`src/rtl/dmac_pkg.sv`:
```
package dmac_pkg;

  localparam int WORD_W     = 32;
  localparam int CNT_W      = 12;
  localparam int WCODE_LSB  = 12;
  localparam int RSVD_LSB   = 14;
  localparam int DESC_WORDS = 4;

  localparam logic [1:0] MODE_OFF    = 2'd0;
  localparam logic [1:0] MODE_CHAIN  = 2'd1;
  localparam logic [1:0] MODE_SINGLE = 2'd2;

  typedef enum logic [1:0] {
    ST_IDLE  = 2'd0,
    ST_FETCH = 2'd1,
    ST_WAIT  = 2'd2,
    ST_MOVE  = 2'd3
  } eng_state_e;

  function automatic logic [1:0] size_wcode(input logic [WORD_W-1:0] s);
    return s[WCODE_LSB+1:WCODE_LSB];
  endfunction

  function automatic logic [CNT_W-1:0] size_cnt(input logic [WORD_W-1:0] s);
    return s[CNT_W-1:0];
  endfunction

  // width code -> log2 of bytes per element
  function automatic logic [1:0] wcode_log2(input logic [1:0] c);
    case (c)
      2'd3:    return 2'd0;
      2'd2:    return 2'd1;
      default: return 2'd2;
    endcase
  endfunction

  function automatic logic [CNT_W-1:0] wcode_limit(input logic [1:0] c);
    return (c == 2'd0) ? CNT_W'(12'h7FF) : CNT_W'(12'h3FF);
  endfunction

  function automatic logic size_bad(input logic [WORD_W-1:0] s);
    logic [1:0] c;
    c = size_wcode(s);
    return (s[WORD_W-1:RSVD_LSB] != '0) || (c == 2'd1) ||
           (size_cnt(s) > wcode_limit(c));
  endfunction

  function automatic logic link_follows(input logic [WORD_W-1:0] l);
    return l[1];
  endfunction

  function automatic logic link_irq(input logic [WORD_W-1:0] l);
    return l[0];
  endfunction

endpackage

```
`src/rtl/dmac_desc_fetch.sv`:
```
module dmac_desc_fetch import dmac_pkg::*; #(
  parameter int AW     = 32,
  parameter int NWORDS = DESC_WORDS
) (
  input  logic                  clk_i,
  input  logic                  rst_ni,
  input  logic                  launch_i,
  input  logic [AW-1:0]         base_i,
  input  logic                  active_i,
  output logic                  rd_req_o,
  output logic [AW-1:0]         rd_addr_o,
  input  logic                  rd_ack_i,
  input  logic [WORD_W-1:0]     rd_data_i,
  output logic [WORD_W-1:0]     words_o [NWORDS],
  output logic                  done_o
);

  localparam int IDX_W = (NWORDS > 1) ? $clog2(NWORDS) : 1;
  localparam logic [IDX_W-1:0] IDX_LAST = IDX_W'(NWORDS - 1);

  logic [IDX_W-1:0] idx_q;
  logic [AW-1:0]    base_q;
  logic             beat;

  assign beat      = active_i && rd_ack_i;
  assign done_o    = beat && (idx_q == IDX_LAST);
  assign rd_req_o  = active_i;
  assign rd_addr_o = base_q + (AW'(idx_q) << 2);

  always_ff @(posedge clk_i) begin
    if (!rst_ni) begin
      idx_q  <= '0;
      base_q <= '0;
    end else if (launch_i) begin
      idx_q  <= '0;
      base_q <= {base_i[AW-1:2], 2'b00};
    end else if (beat) begin
      idx_q  <= idx_q + 1'b1;
    end
  end

  // words before the last are held; the last one is passed through live
  for (genvar g = 0; g < NWORDS; g++) begin : g_word
    if (g < NWORDS - 1) begin : g_held
      logic [WORD_W-1:0] word_q;
      always_ff @(posedge clk_i) begin
        if (!rst_ni)                                word_q <= '0;
        else if (beat && (idx_q == IDX_W'(g)))      word_q <= rd_data_i;
      end
      assign words_o[g] = word_q;
    end else begin : g_live
      assign words_o[g] = rd_data_i;
    end
  end


  addr_hold_chk: assert property (@(posedge clk_i) disable iff (!rst_ni)
    (active_i && !rd_ack_i) |=> (!active_i || $stable(rd_addr_o)));


  word_order_chk: assert property (@(posedge clk_i) disable iff (!rst_ni)
    (beat && !done_o) |=> (!active_i || (rd_addr_o == $past(rd_addr_o) + AW'(4))));

endmodule

```
`src/rtl/dmac_elem_walk.sv`:
```
module dmac_elem_walk import dmac_pkg::*; #(
  parameter int AW = 32,
  parameter int CW = CNT_W
) (
  input  logic          clk_i,
  input  logic          rst_ni,
  input  logic          load_i,
  input  logic [AW-1:0] dev_i,
  input  logic [AW-1:0] mem_i,
  input  logic [CW-1:0] count_i,
  input  logic [1:0]    wlog_i,
  input  logic          step_i,
  output logic [AW-1:0] dev_o,
  output logic [AW-1:0] mem_o,
  output logic [1:0]    wlog_o,
  output logic          last_o
);

  logic [AW-1:0] dev_q, mem_q;
  logic [CW-1:0] left_q;
  logic [1:0]    wlog_q;
  logic [AW-1:0] stride;

  assign stride = AW'(1) << wlog_q;
  assign last_o = (left_q == CW'(1));
  assign dev_o  = dev_q;
  assign mem_o  = mem_q;
  assign wlog_o = wlog_q;

  always_ff @(posedge clk_i) begin
    if (!rst_ni) begin
      dev_q  <= '0;
      mem_q  <= '0;
      left_q <= '0;
      wlog_q <= '0;
    end else if (load_i) begin
      dev_q  <= dev_i;
      mem_q  <= mem_i;
      left_q <= count_i;
      wlog_q <= wlog_i;
    end else if (step_i) begin
      dev_q  <= dev_q + stride;
      mem_q  <= mem_q + stride;
      left_q <= left_q - 1'b1;
    end
  end


  addr_gap_chk: assert property (@(posedge clk_i) disable iff (!rst_ni)
    (step_i && !load_i) |=> ((mem_o - dev_o) == $past(mem_o - dev_o)));


  left_nonzero_chk: assert property (@(posedge clk_i) disable iff (!rst_ni)
    (step_i && !load_i) |-> (left_q != '0));

endmodule

```
`src/rtl/dmac_chain_engine.sv`:
```
module dmac_chain_engine import dmac_pkg::*; #(
  parameter int AW = 32
) (
  input  logic              clk_i,
  input  logic              rst_ni,
  input  logic              start_i,
  input  logic [1:0]        mode_i,
  input  logic              dir_i,
  input  logic [AW-1:0]     cfg_dev_i,
  input  logic [AW-1:0]     cfg_mem_i,
  input  logic [WORD_W-1:0] cfg_size_i,
  input  logic [WORD_W-1:0] cfg_link_i,
  output logic              rd_req_o,
  output logic [AW-1:0]     rd_addr_o,
  input  logic              rd_ack_i,
  input  logic [WORD_W-1:0] rd_data_i,
  output logic              mv_req_o,
  output logic [AW-1:0]     mv_src_o,
  output logic [AW-1:0]     mv_dst_o,
  output logic [1:0]        mv_wlog_o,
  input  logic              mv_gnt_i,
  output logic [1:0]        state_o,
  output logic              done_o,
  output logic              err_o
);

  localparam int NWORDS = DESC_WORDS;

  eng_state_e        state_q, state_d;
  logic [AW-1:0]     cur_dev_q, cur_mem_q;
  logic [WORD_W-1:0] cur_size_q, cur_link_q;
  logic              single_q, dir_q, done_q, err_q;

  logic              run_ok, take_start, in_wait, in_move;
  logic              desc_bad, desc_zero, follow, desc_end, elem_last;
  logic              launch, fetch_done, walk_load, walk_step, w_last;
  logic [AW-1:0]     launch_base, w_dev, w_mem;
  logic [1:0]        w_wlog;
  logic [WORD_W-1:0] fwords [NWORDS];

  // named events
  assign run_ok     = (mode_i == MODE_CHAIN) || (mode_i == MODE_SINGLE);
  assign take_start = start_i && (state_q == ST_IDLE) && run_ok;
  assign in_wait    = (state_q == ST_WAIT);
  assign in_move    = (state_q == ST_MOVE);
  assign desc_bad   = size_bad(cur_size_q);
  assign desc_zero  = (size_cnt(cur_size_q) == '0);
  assign follow     = link_follows(cur_link_q) && !single_q;
  assign walk_step  = in_move && mv_gnt_i;
  assign elem_last  = walk_step && w_last;
  assign desc_end   = (in_wait && !desc_bad && desc_zero) || elem_last;
  assign walk_load  = run_ok && in_wait && !desc_bad && !desc_zero;
  assign launch     = run_ok && ((take_start && (mode_i == MODE_CHAIN)) ||
                                 (desc_end && follow));
  assign launch_base = take_start ? cfg_link_i[AW-1:0] : cur_link_q[AW-1:0];

  dmac_desc_fetch #(.AW(AW), .NWORDS(NWORDS)) u_fetch (
    .clk_i     (clk_i),
    .rst_ni    (rst_ni),
    .launch_i  (launch),
    .base_i    (launch_base),
    .active_i  (state_q == ST_FETCH),
    .rd_req_o  (rd_req_o),
    .rd_addr_o (rd_addr_o),
    .rd_ack_i  (rd_ack_i),
    .rd_data_i (rd_data_i),
    .words_o   (fwords),
    .done_o    (fetch_done)
  );

  dmac_elem_walk #(.AW(AW), .CW(CNT_W)) u_walk (
    .clk_i   (clk_i),
    .rst_ni  (rst_ni),
    .load_i  (walk_load),
    .dev_i   (cur_dev_q),
    .mem_i   (cur_mem_q),
    .count_i (size_cnt(cur_size_q)),
    .wlog_i  (wcode_log2(size_wcode(cur_size_q))),
    .step_i  (walk_step),
    .dev_o   (w_dev),
    .mem_o   (w_mem),
    .wlog_o  (w_wlog),
    .last_o  (w_last)
  );

  always_comb begin
    state_d = state_q;
    if (!run_ok) begin
      state_d = ST_IDLE;
    end else begin
      case (state_q)
        ST_IDLE:  if (start_i) state_d = (mode_i == MODE_CHAIN) ? ST_FETCH : ST_WAIT;
        ST_FETCH: if (fetch_done) state_d = ST_WAIT;
        ST_WAIT: begin
          if (desc_bad)       state_d = ST_IDLE;
          else if (desc_zero) state_d = follow ? ST_FETCH : ST_IDLE;
          else                state_d = ST_MOVE;
        end
        ST_MOVE:  if (elem_last) state_d = follow ? ST_FETCH : ST_IDLE;
        default:  state_d = ST_IDLE;
      endcase
    end
  end

  always_ff @(posedge clk_i) begin
    if (!rst_ni) begin
      state_q    <= ST_IDLE;
      cur_dev_q  <= '0;
      cur_mem_q  <= '0;
      cur_size_q <= '0;
      cur_link_q <= '0;
      single_q   <= 1'b0;
      dir_q      <= 1'b0;
      done_q     <= 1'b0;
      err_q      <= 1'b0;
    end else begin
      state_q <= state_d;
      done_q  <= run_ok && desc_end && link_irq(cur_link_q);
      err_q   <= run_ok && in_wait && desc_bad;
      if (take_start) begin
        single_q <= (mode_i == MODE_SINGLE);
        dir_q    <= dir_i;
        if (mode_i == MODE_SINGLE) begin
          cur_dev_q  <= cfg_dev_i;
          cur_mem_q  <= cfg_mem_i;
          cur_size_q <= cfg_size_i;
          cur_link_q <= cfg_link_i;
        end
      end else if ((state_q == ST_FETCH) && fetch_done) begin
        cur_dev_q  <= fwords[0][AW-1:0];
        cur_mem_q  <= fwords[1][AW-1:0];
        cur_size_q <= fwords[2];
        cur_link_q <= fwords[3];
      end
    end
  end

  assign mv_req_o  = in_move;
  assign mv_src_o  = dir_q ? w_mem : w_dev;
  assign mv_dst_o  = dir_q ? w_dev : w_mem;
  assign mv_wlog_o = w_wlog;
  assign state_o   = state_q;
  assign done_o    = done_q;
  assign err_o     = err_q;


  err_idle_chk: assert property (@(posedge clk_i) disable iff (!rst_ni)
    err_o |-> (state_q == ST_IDLE));


  err_not_done_chk: assert property (@(posedge clk_i) disable iff (!rst_ni)
    err_o |-> !done_o);


  done_after_end_chk: assert property (@(posedge clk_i) disable iff (!rst_ni)
    done_o |-> $past(desc_end));


  abort_idle_chk: assert property (@(posedge clk_i) disable iff (!rst_ni)
    ((state_q != ST_IDLE) && !run_ok) |=> (state_q == ST_IDLE) && !done_o && !err_o);


  move_from_wait_chk: assert property (@(posedge clk_i) disable iff (!rst_ni)
    (in_move && ($past(state_q) != ST_MOVE)) |-> ($past(state_q) == ST_WAIT));


  single_no_read_chk: assert property (@(posedge clk_i) disable iff (!rst_ni)
    (single_q && (state_q != ST_IDLE)) |-> !rd_req_o);

endmodule

```
`config.mk`:
```
export PLATFORM = sky130hd
export DESIGN_NAME = dmac_chain_engine
export DESIGN_NICKNAME = d
export VERILOG_FILES = /design/src/rtl/dmac_pkg.sv /design/src/rtl/dmac_desc_fetch.sv /design/src/rtl/dmac_elem_walk.sv /design/src/rtl/dmac_chain_engine.sv
export SDC_FILE = /design/constraint.sdc
export NUM_CORES = 1
export LEC_CHECK = 0
export ABC_AREA = 0
export BUFFER_PORTS_ARGS = -buffer_cell sky130_fd_sc_hd__buf_4
export CAP_MARGIN = 10
export CORE_UTILIZATION = 45
export CTS_BUF_LIST = sky130_fd_sc_hd__clkbuf_8
export CTS_CLUSTER_DIAMETER = 120
export DETAILED_ROUTE_END_ITERATION = 7
export GPL_ROUTABILITY_DRIVEN = 0
export PLACE_DENSITY_LB_ADDON = 0.2
export SLEW_MARGIN = 20
export SYNTH_ARGS = -nofsm -noshare
export SYNTH_HDL_FRONTEND = slang
export SYNTH_HIERARCHICAL = 1
export SYNTH_SLANG_ARGS = --single-unit
```
`constraint.sdc`:
```
create_clock -name clk_i -period 3.48 [get_ports clk_i]
set_input_delay 0.87 -clock clk_i [delete_from_list [all_inputs] [get_ports clk_i]]
set_output_delay 0.87 -clock clk_i [all_outputs]
set_load 0.1 [all_outputs]
```
==> flow_metrics.env <==
export IMPL_critical_path_required_ns=2.61
export IMPL_floorplan_io_pins=272
export IMPL_final_layout_size_suffix_gt1_share_pct=20.8
export IMPL_area_growth_syn_to_layout_pct=19.4
export IMPL_worstHoldPathType="flip-flop to flip-flop"
export IMPL_antenna_found_initial=3
export IMPL_fmaxAchievable_ghz=0.302
export IMPL_clk_root_buffer_cell="sky130_fd_sc_hd__clkbuf_8"
export IMPL_wl_per_cell_um=20.1
export IMPL_syn_avg_cell_area_um2=8.15
export IMPL_cts_hold_buf=0
export IMPL_vias_per_cell=5.73
export IMPL_worstHoldStart="u_fetch/g_word[2].g_held.word_q[26]"
export IMPL_drtPass1Iterations=6
export IMPL_clock_tree_buffer_depth=3
export IMPL_final_core_utilization_pct=54.6
export IMPL_fin_total_pwr_mw=8.36
export IMPL_holdPathStages=2
export IMPL_htree_levels=2
export IMPL_timing_worst_setup_path_type="flip-flop to primary output"
export IMPL_wl_met1_mm=24.9
export IMPL_cp_arrival_ns=2.45
export IMPL_std_cell_rows=72
export IMPL_mappedNetlistArea_um2=17800
export IMPL_place_area_um2=20100
export IMPL_finalSetupViolations=0
export IMPL_filler_cell_count=3650
export IMPL_numCtsBuffers=57
export IMPL_endpoint_kind="primary output"
export IMPL_detail_route_drc_violations=0
export IMPL_totalWireLength_mm=58.5
export IMPL_power_density_nw_per_um2=394
export IMPL_port_buffers=269
export IMPL_worst_r2r_path_depth=11
export IMPL_multi_input_area_um2=10100
export IMPL_highest_routing_layer_actually_used="met5"
export IMPL_iteration_0_drc_count_of_the_detailed_router=1688
export IMPL_ys_warnings=6
export IMPL_met2_wire_len_mm=27.1
export IMPL_slew_limit_headroom_pct=46.1
export IMPL_syn_instance_count=2179
export IMPL_grt_max_degree=161
export IMPL_rr_startpoint="cur_size_q[12]"
export IMPL_placed_cells_incl_taps=2811
export IMPL_wire_length_of_the_first_global_routing_pass_mm=89.7
export IMPL_post_layout_nonfiller_instances=2917
export IMPL_tightest_slew_ns=0.809
export IMPL_grt_ovfl_total=0
export IMPL_seq_area_um2=6810
export IMPL_route_vias_total=16709
export IMPL_cts_clk_slew_worst_paths_ns=0.06
export IMPL_hold_viol=0
export IMPL_final_setup_skew_ns=0.0189
export IMPL_cp_max_fo=10
export IMPL_globalRouteTotalUtil_pct=28.1
export IMPL_die_area_um2=40300
export IMPL_p_leak_nw=9.61
export IMPL_route_met3_wl_mm=4.61
export IMPL_chipHeight_um=201
export IMPL_cts_sinks=340
export IMPL_dp_hpwl_mm=41.9
export IMPL_die_x_um=201
export IMPL_grt_setup_unrepaired="false"
export IMPL_post_route_cell_area_um2=21200
export IMPL_ir_worst_vdd_v=0.000253
export IMPL_postRouteAntennaNets=0
export IMPL_timing_final_crit_share_pct=95.3
export IMPL_final_net_count=2542
export IMPL_core_um2=38800
export IMPL_initial_core_util_pct=45.8
export IMPL_worstHoldEndpoint="u_fetch/g_word[2].g_held.word_q[26]"
export IMPL_time_the_final_worst_path_needs_with_i_o_delays_and_setup_ns=3.32
export IMPL_setup_reg_to_reg_worst_slack_ns=0.42
export IMPL_crit_reg2reg_capture="u_walk/dev_o[7]"
export IMPL_report_final_slew_viol_count=0
export IMPL_grt_pass1_vias=15704
export IMPL_setup_worst_path_start_class="flip-flop"
export IMPL_max_cap_viol_count=0
export IMPL_status="finished, final reports clean"
export IMPL_worst_skew_pair_late_latency_ns=0.61
export IMPL_cts_tree="built"
export IMPL_setup_tns_final_ns=0
[placed cells by master (no fill, tap or decap), drive strengths merged, types with 25 or more instances in the layout]
cell type,n
a21boi,98
a21oi,50
and3,25
buf,314
clkbuf,65
dfxtp,340
inv,49
mux2,65
mux2i,36
nand2,563
nand3,176
nand4,29
nor2,55
nor2b,36
o211a,129
o21ai,66
xnor2,51
[power breakdown]
group / internal [mW] / total (mW) / switching, mW
Sequential: 3.98 / 4.08 / 0.0953
Clock: 1.68 / 3.28 / 1.60
Combinational: 0.373 / 1.00 / 0.626
[routing by layer]
layer | vias up | GRT usage (%)
met5 | - | 0
met4 | 2 | 10.3
met3 | 118 | 4.56
met2 | 685 | 45.4
met1 | 7926 | 37.8
li1 | 7978 | -
[critical path, stage by stage, from the launching register on]
cell	delay, ns
sky130_fd_sc_hd__dfxtp_2	0.36
sky130_fd_sc_hd__ha_1	0.28
sky130_fd_sc_hd__a21o_1	0.16
sky130_fd_sc_hd__nor4b_4	0.19
sky130_fd_sc_hd__buf_4	0.20
sky130_fd_sc_hd__nand4_1	0.17
sky130_fd_sc_hd__xnor2_2	0.17
sky130_fd_sc_hd__buf_4	0.31
[registers in the layout, summed over array words and instances (netlist names), 2 cells and up]
register,cells
cur_link_q,32
u_walk/dev_o,32
u_fetch/g_word.g_held.word_q,96
u_fetch/base_q,30
u_walk/left_q,12
cur_dev_q,32
cur_mem_q,32
cur_size_q,32
u_fetch/idx_q,2
u_walk/mem_o,32
u_walk/wlog_o,2
state_o,2
[worst max path at each step]
stage,start,endpoint,slack (ns),cells after the start
floorplan,u_fetch/idx_q[0],rd_addr_o[12],0.02,5
CTS,u_fetch/idx_q[1],rd_addr_o[24],0.002,7
detailed placement,mode_i[0],u_walk/mem_o[31],0.44,9
finish,u_fetch/idx_q[1],rd_addr_o[31],0.16,7
global placement,mode_i[0],u_walk/mem_o[31],0.46,9
global route,u_fetch/idx_q[0],rd_addr_o[24],0.00005,8
[area by class of cell]
class	instances	share of cell area [%]
clock buffers	65	4.22
clock inverters	34	0.637
well taps	518	3.06
flip-flops and latches	340	32.1
inverters	17	0.301
diodes	3	0.0354
repair buffers	314	11.9
multi-input cells	1626	47.7
[repair_timing]
item | in CTS | in global routing
endpoints found under the setup margin | 17 | 11
pin swaps | 5 | 2
buffers inserted | 3 | 1
gates resized for setup | 16 | 1
[metrics by stage]
| stage | hold WS (ns) | setup slack [ns] |
|---|---|---|
| 2_1_floorplan | 0.435 | 0.0216 |
| 3_3_place_gp | 0.440 | 0.457 |
| 3_5_place_dp | 0.445 | 0.439 |
| 4_1_cts | 0.453 | 0.00205 |
| 5_1_grt | 0.467 | 0.0000533 |
| 6_report | 0.452 | 0.164 |
(Power assumes the default switching activity.)
